## src/rtl/suart_pkg.sv

```systemverilog
package suart_pkg;

  // Format register: field positions are decoded by the tx and rx engines.
  typedef struct packed {
    logic no_par;    // bit 4
    logic stop_x;    // bit 3
    logic len_w2;    // bit 2, weight 2
    logic len_w1;    // bit 1, weight 1
    logic par_even;  // bit 0
  } fmt_t;

  localparam fmt_t FMT_DEFAULT = '{no_par: 1'b1, stop_x: 1'b0, len_w2: 1'b1,
                                   len_w1: 1'b1, par_even: 1'b0};

  typedef enum logic [2:0] {PH_IDLE, PH_START, PH_DATA, PH_PAR, PH_STOP} phase_t;

  localparam logic [2:0] A_STATUS = 3'd0;
  localparam logic [2:0] A_RXDATA = 3'd1;
  localparam logic [2:0] A_CTRL   = 3'd4;
  localparam logic [2:0] A_TXDATA = 3'd5;
  localparam logic [2:0] A_DRCLR  = 3'd6;
  localparam logic [2:0] A_SRST   = 3'd7;

  function automatic logic [3:0] char_len(input logic w2, input logic w1);
    return 4'd5 + {3'b000, w1} + {2'b00, w2, 1'b0};
  endfunction

  function automatic logic [7:0] len_mask(input logic [3:0] len);
    return 8'hFF >> (4'd8 - len);
  endfunction

endpackage

```

## src/rtl/suart_tx.sv

```systemverilog
module suart_tx
  import suart_pkg::*;
#(
  parameter int OVS = 16
) (
  input  logic       clk,
  input  logic       rst_n,
  input  logic       clr,
  input  logic       tick,
  input  fmt_t       fmt,
  input  logic       wr_stb,
  input  logic [7:0] wr_data,
  output logic       empty,
  output logic       txd
);

  localparam int CW = $clog2(2 * OVS);
  localparam logic [CW-1:0] BIT_LAST   = CW'(OVS - 1);
  localparam logic [CW-1:0] STOP1_LAST = CW'(OVS - 1);
  localparam logic [CW-1:0] STOP3_LAST = CW'(OVS + OVS / 2 - 1);
  localparam logic [CW-1:0] STOP2_LAST = CW'(2 * OVS - 1);

  phase_t        ph_q, ph_d;
  logic [CW-1:0] cnt_q, cnt_d;
  logic [2:0]    idx_q, idx_d;
  logic [7:0]    sh_q, sh_d;
  logic          par_q, par_d;
  logic [7:0]    hold_q, hold_d;
  logic          full_q, full_d;

  logic [3:0]    len;
  logic [2:0]    last_idx;
  logic [7:0]    masked;
  logic [CW-1:0] stop_last;
  logic          load;

  assign len       = char_len(fmt.len_w2, fmt.len_w1);
  assign last_idx  = 3'(len - 4'd1);
  assign masked    = hold_q & len_mask(len);
  assign stop_last = !fmt.stop_x ? STOP1_LAST : ((len == 4'd5) ? STOP3_LAST : STOP2_LAST);

  always_comb begin
    ph_d   = ph_q;
    cnt_d  = cnt_q;
    idx_d  = idx_q;
    sh_d   = sh_q;
    par_d  = par_q;
    hold_d = hold_q;
    full_d = full_q;
    load   = 1'b0;
    if (tick) begin
      unique case (ph_q)
        PH_IDLE:  load = full_q;
        PH_START: begin
          if (cnt_q == '0) begin
            ph_d  = PH_DATA;
            cnt_d = BIT_LAST;
            idx_d = '0;
          end else cnt_d = cnt_q - 1'b1;
        end
        PH_DATA: begin
          if (cnt_q == '0) begin
            sh_d  = sh_q >> 1;
            cnt_d = BIT_LAST;
            if (idx_q == last_idx) begin
              ph_d = fmt.no_par ? PH_STOP : PH_PAR;
              if (fmt.no_par) cnt_d = stop_last;
            end else idx_d = idx_q + 3'd1;
          end else cnt_d = cnt_q - 1'b1;
        end
        PH_PAR: begin
          if (cnt_q == '0) begin
            ph_d  = PH_STOP;
            cnt_d = stop_last;
          end else cnt_d = cnt_q - 1'b1;
        end
        PH_STOP: begin
          if (cnt_q == '0) begin
            if (full_q) load = 1'b1;
            else        ph_d = PH_IDLE;
          end else cnt_d = cnt_q - 1'b1;
        end
        default: ph_d = PH_IDLE;
      endcase
    end
    if (load) begin
      ph_d   = PH_START;
      cnt_d  = BIT_LAST;
      sh_d   = masked;
      par_d  = fmt.par_even ? (^masked) : ~(^masked);
      full_d = 1'b0;
    end
    if (wr_stb) begin
      hold_d = wr_data;
      full_d = 1'b1;
    end
    if (clr) begin
      ph_d   = PH_IDLE;
      cnt_d  = '0;
      idx_d  = '0;
      sh_d   = '0;
      par_d  = 1'b0;
      hold_d = '0;
      full_d = 1'b0;
    end
  end

  always_ff @(posedge clk or negedge rst_n) begin
    if (!rst_n) begin
      ph_q   <= PH_IDLE;
      cnt_q  <= '0;
      idx_q  <= '0;
      sh_q   <= '0;
      par_q  <= 1'b0;
      hold_q <= '0;
      full_q <= 1'b0;
    end else begin
      ph_q   <= ph_d;
      cnt_q  <= cnt_d;
      idx_q  <= idx_d;
      sh_q   <= sh_d;
      par_q  <= par_d;
      hold_q <= hold_d;
      full_q <= full_d;
    end
  end

  always_comb begin
    unique case (ph_q)
      PH_START: txd = 1'b0;
      PH_DATA:  txd = sh_q[0];
      PH_PAR:   txd = par_q;
      default:  txd = 1'b1;
    endcase
  end

  assign empty = ~full_q;

endmodule

```

## src/rtl/suart_rx.sv

```systemverilog
module suart_rx
  import suart_pkg::*;
#(
  parameter int OVS = 16
) (
  input  logic       clk,
  input  logic       rst_n,
  input  logic       clr,
  input  logic       tick,
  input  logic       no_par,
  input  logic       par_even,
  input  logic [3:0] len,
  input  logic       rxd,
  output logic       done,
  output logic [7:0] dout,
  output logic       stop_bad,
  output logic       par_bad
);

  localparam int CW = $clog2(2 * OVS);
  localparam logic [CW-1:0] BIT_LAST  = CW'(OVS - 1);
  localparam logic [CW-1:0] HALF_LAST = CW'(OVS / 2 - 1);

  logic          sync1_q, sync2_q;
  phase_t        ph_q, ph_d;
  logic [CW-1:0] cnt_q, cnt_d;
  logic [2:0]    idx_q, idx_d;
  logic [7:0]    sh_q, sh_d;
  logic          pbit_q, pbit_d;
  logic          done_q, done_d;
  logic          sbad_q, sbad_d;
  logic          pbad_q, pbad_d;
  logic [2:0]    last_idx;
  logic          exp_par;

  assign last_idx = 3'(len - 4'd1);
  assign exp_par  = par_even ? (^sh_q) : ~(^sh_q);

  always_ff @(posedge clk or negedge rst_n) begin
    if (!rst_n) begin
      sync1_q <= 1'b1;
      sync2_q <= 1'b1;
    end else begin
      sync1_q <= rxd;
      sync2_q <= sync1_q;
    end
  end

  always_comb begin
    ph_d   = ph_q;
    cnt_d  = cnt_q;
    idx_d  = idx_q;
    sh_d   = sh_q;
    pbit_d = pbit_q;
    done_d = 1'b0;
    sbad_d = sbad_q;
    pbad_d = pbad_q;
    if (tick) begin
      unique case (ph_q)
        PH_IDLE: begin
          if (!sync2_q) begin
            ph_d  = PH_START;
            cnt_d = HALF_LAST;
          end
        end
        PH_START: begin
          if (cnt_q == '0) begin
            if (!sync2_q) begin
              ph_d  = PH_DATA;
              cnt_d = BIT_LAST;
              idx_d = '0;
              sh_d  = '0;
            end else ph_d = PH_IDLE;
          end else cnt_d = cnt_q - 1'b1;
        end
        PH_DATA: begin
          if (cnt_q == '0) begin
            sh_d[idx_q] = sync2_q;
            cnt_d       = BIT_LAST;
            if (idx_q == last_idx) ph_d = no_par ? PH_STOP : PH_PAR;
            else                   idx_d = idx_q + 3'd1;
          end else cnt_d = cnt_q - 1'b1;
        end
        PH_PAR: begin
          if (cnt_q == '0) begin
            pbit_d = sync2_q;
            ph_d   = PH_STOP;
            cnt_d  = BIT_LAST;
          end else cnt_d = cnt_q - 1'b1;
        end
        PH_STOP: begin
          if (cnt_q == '0) begin
            done_d = 1'b1;
            sbad_d = ~sync2_q;
            pbad_d = ~no_par & (pbit_q != exp_par);
            ph_d   = PH_IDLE;
          end else cnt_d = cnt_q - 1'b1;
        end
        default: ph_d = PH_IDLE;
      endcase
    end
    if (clr) begin
      ph_d   = PH_IDLE;
      cnt_d  = '0;
      idx_d  = '0;
      sh_d   = '0;
      pbit_d = 1'b0;
      done_d = 1'b0;
      sbad_d = 1'b0;
      pbad_d = 1'b0;
    end
  end

  always_ff @(posedge clk or negedge rst_n) begin
    if (!rst_n) begin
      ph_q   <= PH_IDLE;
      cnt_q  <= '0;
      idx_q  <= '0;
      sh_q   <= '0;
      pbit_q <= 1'b0;
      done_q <= 1'b0;
      sbad_q <= 1'b0;
      pbad_q <= 1'b0;
    end else begin
      ph_q   <= ph_d;
      cnt_q  <= cnt_d;
      idx_q  <= idx_d;
      sh_q   <= sh_d;
      pbit_q <= pbit_d;
      done_q <= done_d;
      sbad_q <= sbad_d;
      pbad_q <= pbad_d;
    end
  end

  assign done     = done_q;
  assign dout     = sh_q;
  assign stop_bad = sbad_q;
  assign par_bad  = pbad_q;

endmodule

```

## src/rtl/strobed_uart.sv

```systemverilog
module strobed_uart
  import suart_pkg::*;
#(
  parameter int OVS = 16
) (
  input  logic       clk,
  input  logic       rst_n,
  input  logic       tick16,
  input  logic       bus_wr,
  input  logic [2:0] bus_addr,
  input  logic [7:0] bus_wdata,
  output logic [7:0] bus_rdata,
  input  logic       rxd,
  output logic       txd
);

  fmt_t       ctrl_q, ctrl_d;
  logic [7:0] rdat_q, rdat_d;
  logic       dr_q, dr_d;
  logic       ovr_q, ovr_d;
  logic       fe_q, fe_d;
  logic       pe_q, pe_d;

  logic       soft_clr, dr_clr, tx_wr;
  logic       tx_empty;
  logic       rx_done, rx_fbad, rx_pbad;
  logic [7:0] rx_data;

  assign soft_clr = bus_wr && (bus_addr == A_SRST);
  assign dr_clr   = bus_wr && (bus_addr == A_DRCLR);
  assign tx_wr    = bus_wr && (bus_addr == A_TXDATA);

  suart_tx #(.OVS(OVS)) u_tx (
    .clk     (clk),
    .rst_n   (rst_n),
    .clr     (soft_clr),
    .tick    (tick16),
    .fmt     (ctrl_q),
    .wr_stb  (tx_wr),
    .wr_data (bus_wdata),
    .empty   (tx_empty),
    .txd     (txd)
  );

  suart_rx #(.OVS(OVS)) u_rx (
    .clk      (clk),
    .rst_n    (rst_n),
    .clr      (soft_clr),
    .tick     (tick16),
    .no_par   (ctrl_q.no_par),
    .par_even (ctrl_q.par_even),
    .len      (char_len(ctrl_q.len_w2, ctrl_q.len_w1)),
    .rxd      (rxd),
    .done     (rx_done),
    .dout     (rx_data),
    .stop_bad (rx_fbad),
    .par_bad  (rx_pbad)
  );

  always_comb begin
    ctrl_d = ctrl_q;
    rdat_d = rdat_q;
    dr_d   = dr_q;
    ovr_d  = ovr_q;
    fe_d   = fe_q;
    pe_d   = pe_q;
    if (bus_wr && (bus_addr == A_CTRL)) ctrl_d = fmt_t'(bus_wdata[4:0]);
    if (dr_clr) dr_d = 1'b0;
    if (rx_done) begin
      rdat_d = rx_data;
      dr_d   = 1'b1;
      ovr_d  = dr_q;
      fe_d   = rx_fbad;
      pe_d   = rx_pbad;
    end
    if (soft_clr) begin
      rdat_d = '0;
      dr_d   = 1'b0;
      ovr_d  = 1'b0;
      fe_d   = 1'b0;
      pe_d   = 1'b0;
    end
  end

  always_ff @(posedge clk or negedge rst_n) begin
    if (!rst_n) begin
      ctrl_q <= FMT_DEFAULT;
      rdat_q <= '0;
      dr_q   <= 1'b0;
      ovr_q  <= 1'b0;
      fe_q   <= 1'b0;
      pe_q   <= 1'b0;
    end else begin
      ctrl_q <= ctrl_d;
      rdat_q <= rdat_d;
      dr_q   <= dr_d;
      ovr_q  <= ovr_d;
      fe_q   <= fe_d;
      pe_q   <= pe_d;
    end
  end

  always_comb begin
    unique case (bus_addr)
      A_STATUS: bus_rdata = {3'b111, pe_q, fe_q, ovr_q, dr_q, tx_empty};
      A_RXDATA: bus_rdata = rdat_q;
      default:  bus_rdata = 8'hFF;
    endcase
  end

endmodule

```

## config.mk

```make
export PLATFORM = sky130hd
export DESIGN_NAME = strobed_uart
export DESIGN_NICKNAME = d
export VERILOG_FILES = /design/src/rtl/suart_pkg.sv /design/src/rtl/suart_tx.sv /design/src/rtl/suart_rx.sv /design/src/rtl/strobed_uart.sv
export SDC_FILE = /design/constraint.sdc
export NUM_CORES = 1
export LEC_CHECK = 0
export CORE_ASPECT_RATIO = 0.9
export CORE_UTILIZATION = 45
export CTS_CLUSTER_DIAMETER = 80
export CTS_CLUSTER_SIZE = 10
export DETAILED_ROUTE_END_ITERATION = 8
export DONT_BUFFER_PORTS = 1
export PLACE_DENSITY = 0.65
export SLEW_MARGIN = 20
export SYNTH_ARGS = -nofsm -noshare
export SYNTH_HDL_FRONTEND = slang
export SYNTH_SLANG_ARGS = --single-unit
```

## constraint.sdc

```tcl
create_clock -name clk -period 2.5 [get_ports clk]
set_input_delay 0.125 -clock clk [delete_from_list [all_inputs] [get_ports clk]]
set_output_delay 0.125 -clock clk [all_outputs]
set_load 0.005 [all_outputs]
```

==> flow_summary.toml <==
[run_status]
outcome = "complete, no violations"

[timing]
post-route-min-period_ps = 2310
finalSetupViolCount = 0
final_hold_viol_count = 0
maxSlewHeadroom = 0.528
fin_crit_sh = 0.922
rsz0062_at_grt = "false"
fmax_mhz = 434
final_max_slew_viol_count = 0
finalClockSkew_ps = 10.2
worst_pin_slew_ps = 707
fin_setup_tns_ps = 0

[setup_path]
critPathTopFamily = "flip-flops"
crit_type = "reg -> reg"
cp_max_fo = 7
rrSetupSlack_ps = 190
worstRegToRegCells = 7
timing.rr.start = "ctrl_q[1]"
cp.arrival_ps = 2590
cp-end-kind = "flop"
start_kind = "flop"
cpPeakStageDelay_ps = 590
rr_endpoint = "u_tx.ph_q[0]"
worstPathCellList = "inv_1, ha_1, xnor2_1, mux2i_2, o21ai_1, a221o_1, a21oi_2"
critPathSlowestCell = "dfstp_2"
cp.required_ps = 2780
crit_buf_inv = 1

[finish]
antennaDiodeCount = 0
seqCellArea_um2 = 1780
nFillCells = 828
drive_above_1_share = 0.106
area_delta_synth_final_pct = 11.4
final_cell_mix = "66 x dfrtp_1, 56 x nand2_1, 42 x nor2_1"
fin_cells = 570
nets = 469
final_common_cell = "dfrtp_1"
multi_input_area_um2 = 2140

[drt]
vias_per_cell = 5.60
drc_errors = 0
first_pass_iters = 4
num_vias = 3191
drt_wl_total_um = 9130
drtIter0Drc = 157
antenna_left = 0
wl_per_cell_um = 16.0

[synthesis]
yosysSeqAreaShare = 0.438
ys_types = 66
synth-edff-count = 0
synth_warnings = 0
synth_area_per_cell_um2 = 9.34
async_flop_share = 1.00
syn-cell-area_um2 = 4070
synth_seq_cells = 71
netlist_instances = 436
synth_area_leaders = "dfrtp_1 41%, mux2i_1 7.1%, nand2_1 5.2%"
synth-main-ff-cell = "dfrtp_1"
syn_nets = 459
yosysTopAreaCell = "dfrtp_1"
yosysTopAreaCellShare = 0.406

[job]
drv_cap = 0

[hold_path]
hold_class = "in -> reg"
min_path_cells = 2
holdPathEnd = "u_rx.done"
hold_start = "tick16"

[clock_network]
cts_tree = "built"
clk_pin_slew_worst_paths_ps = 80
clk_latency_ps = 350
cts_sinks = 71
cts-root-buf = "clkbuf_8"
numCtsBuffers = 9
h-tree-depth = 3
clk_path_buf_depth = 2
post-cts-setup-buffers = 0

[place]
dp.cells = 542
io_buffers = 0
gp_congestion = 0.864
dpl.hpwl_um = 6090

[global_route]
grt_pass1_vias = 3122
overflow = 0
grt_pass1_wl_um = 15700
grt.total_usage = 0.219
grt_max_degree = 72
antenna_found_initial = 0

[pwr]
total_power_mw = 3.91
vdd_ir_drop_max_uv = 334
cellLeakagePower_nw = 1.93
powerDensity_nw_per_um2 = 862

[floorplanning]
die_h_um = 92.3
dieWidth_um = 102
dieArea_um2 = 9440
initial_utilization = 0.469
io_pins = 25
core_area_um2 = 8690
rows = 32
-- cell type report --
class	count	area share
Inverter	13	0.0108
Multi-Input combinational cell	329	0.473
Clock buffer	11	0.0312
Tap cell	119	0.0328
Timing Repair Buffer	22	0.0469
Sequential cell	71	0.393
Clock inverter	5	0.0127
-- metal layers --
| layer | wire length, um | GRT usage | up-vias |
|---|---|---|---|
| met2 | 4100 | 0.322 | 51 |
| met5 | 0 | 0 | - |
| met1 | 4540 | 0.319 | 1547 |
| li1 | - | - | 1581 |
| met3 | 321 | 0.0343 | 12 |
| met4 | 170 | 0.0940 | 0 |
-- repair_timing --
item                                    in CTS  in global routing
hold endpoints to repair                    88                  0
endpoints found under the setup margin       0                  1
gates resized for setup                      0                  1
hold buffers                                12                  0
-- where the power goes --
group,switching (mW),leakage [nW],total [mW],internal (mW)
clock,0.461,0.0916,0.947,0.487
sequential,0.294,0.932,1.67,1.37
combinational,0.710,0.910,1.30,0.588
total,1.46,1.93,3.91,2.45
-- worst max-delay path by stage --
stage,startpoint,slack (ps),end,cells after the start
3_3_place_gp,ctrl_q[1],220,u_tx.ph_q[0],7
5_1_grt,u_tx.cnt_q[1],50,u_tx.idx_q[2],7
2_1_floorplan,ctrl_q[1],370,u_tx.ph_q[0],7
3_5_place_dp,ctrl_q[1],150,u_tx.ph_q[0],7
4_1_cts,ctrl_q[1],140,u_tx.ph_q[0],7
6_report,ctrl_q[1],190,u_tx.ph_q[0],7
-- flip-flops by register name, indices dropped and copies added, names as in the netlist, 5 cells and up --
register     cells
u_rx.cnt_q       5
u_tx.hold_q      8
u_tx.cnt_q       5
ctrl_q           5
u_rx.dout        8
u_tx.sh_q        8
rdat_q           8
-- metrics by stage --
stage	util	instance area, um2	hold slack, ps	worst slack [ps]
floorplan	-	4070	-171	367
global placement	0.483	4190	-168	222
finish	0.522	4540	3.93	194
global route	0.522	4540	25.1	45.5
CTS	0.521	4530	2.20	144
detailed placement	0.483	4190	-168	152
-- Yosys cell counts, types with 3 or more instances --
library cell / count
a211oi_1: 5
a21oi_1: 17
a31oi_1: 7
and2_1: 3
and3_1: 3
clkbuf_1: 17
dfrtp_1: 66
dfstp_2: 5
ha_1: 7
inv_1: 12
mux2i_1: 29
nand2_1: 56
nand2b_1: 8
nand3_1: 6
nand3b_1: 4
nor2_1: 43
nor2b_1: 5
nor3_1: 5
nor3b_1: 3
nor4_1: 3
o211ai_1: 3
o21a_1: 4
o21ai_0: 31
o21bai_1: 3
o22ai_1: 3
o31ai_1: 14
or3_1: 4
or3b_2: 3
xnor2_1: 19
-- cells by family (layout without fill, tap and decap cells) --
logic type	Yosys count	count (layout)	share of synthesized area
compound gates	111	111	0.181
xor+xnor	21	21	0.0485
fa+ha+maj	7	7	0.0215
buf+inv	36	51	0.0381
flops	71	71	0.438
mux	31	31	0.0768
simple gates	159	159	0.196
No activity file was read; power rests on OpenSTA's default activity.
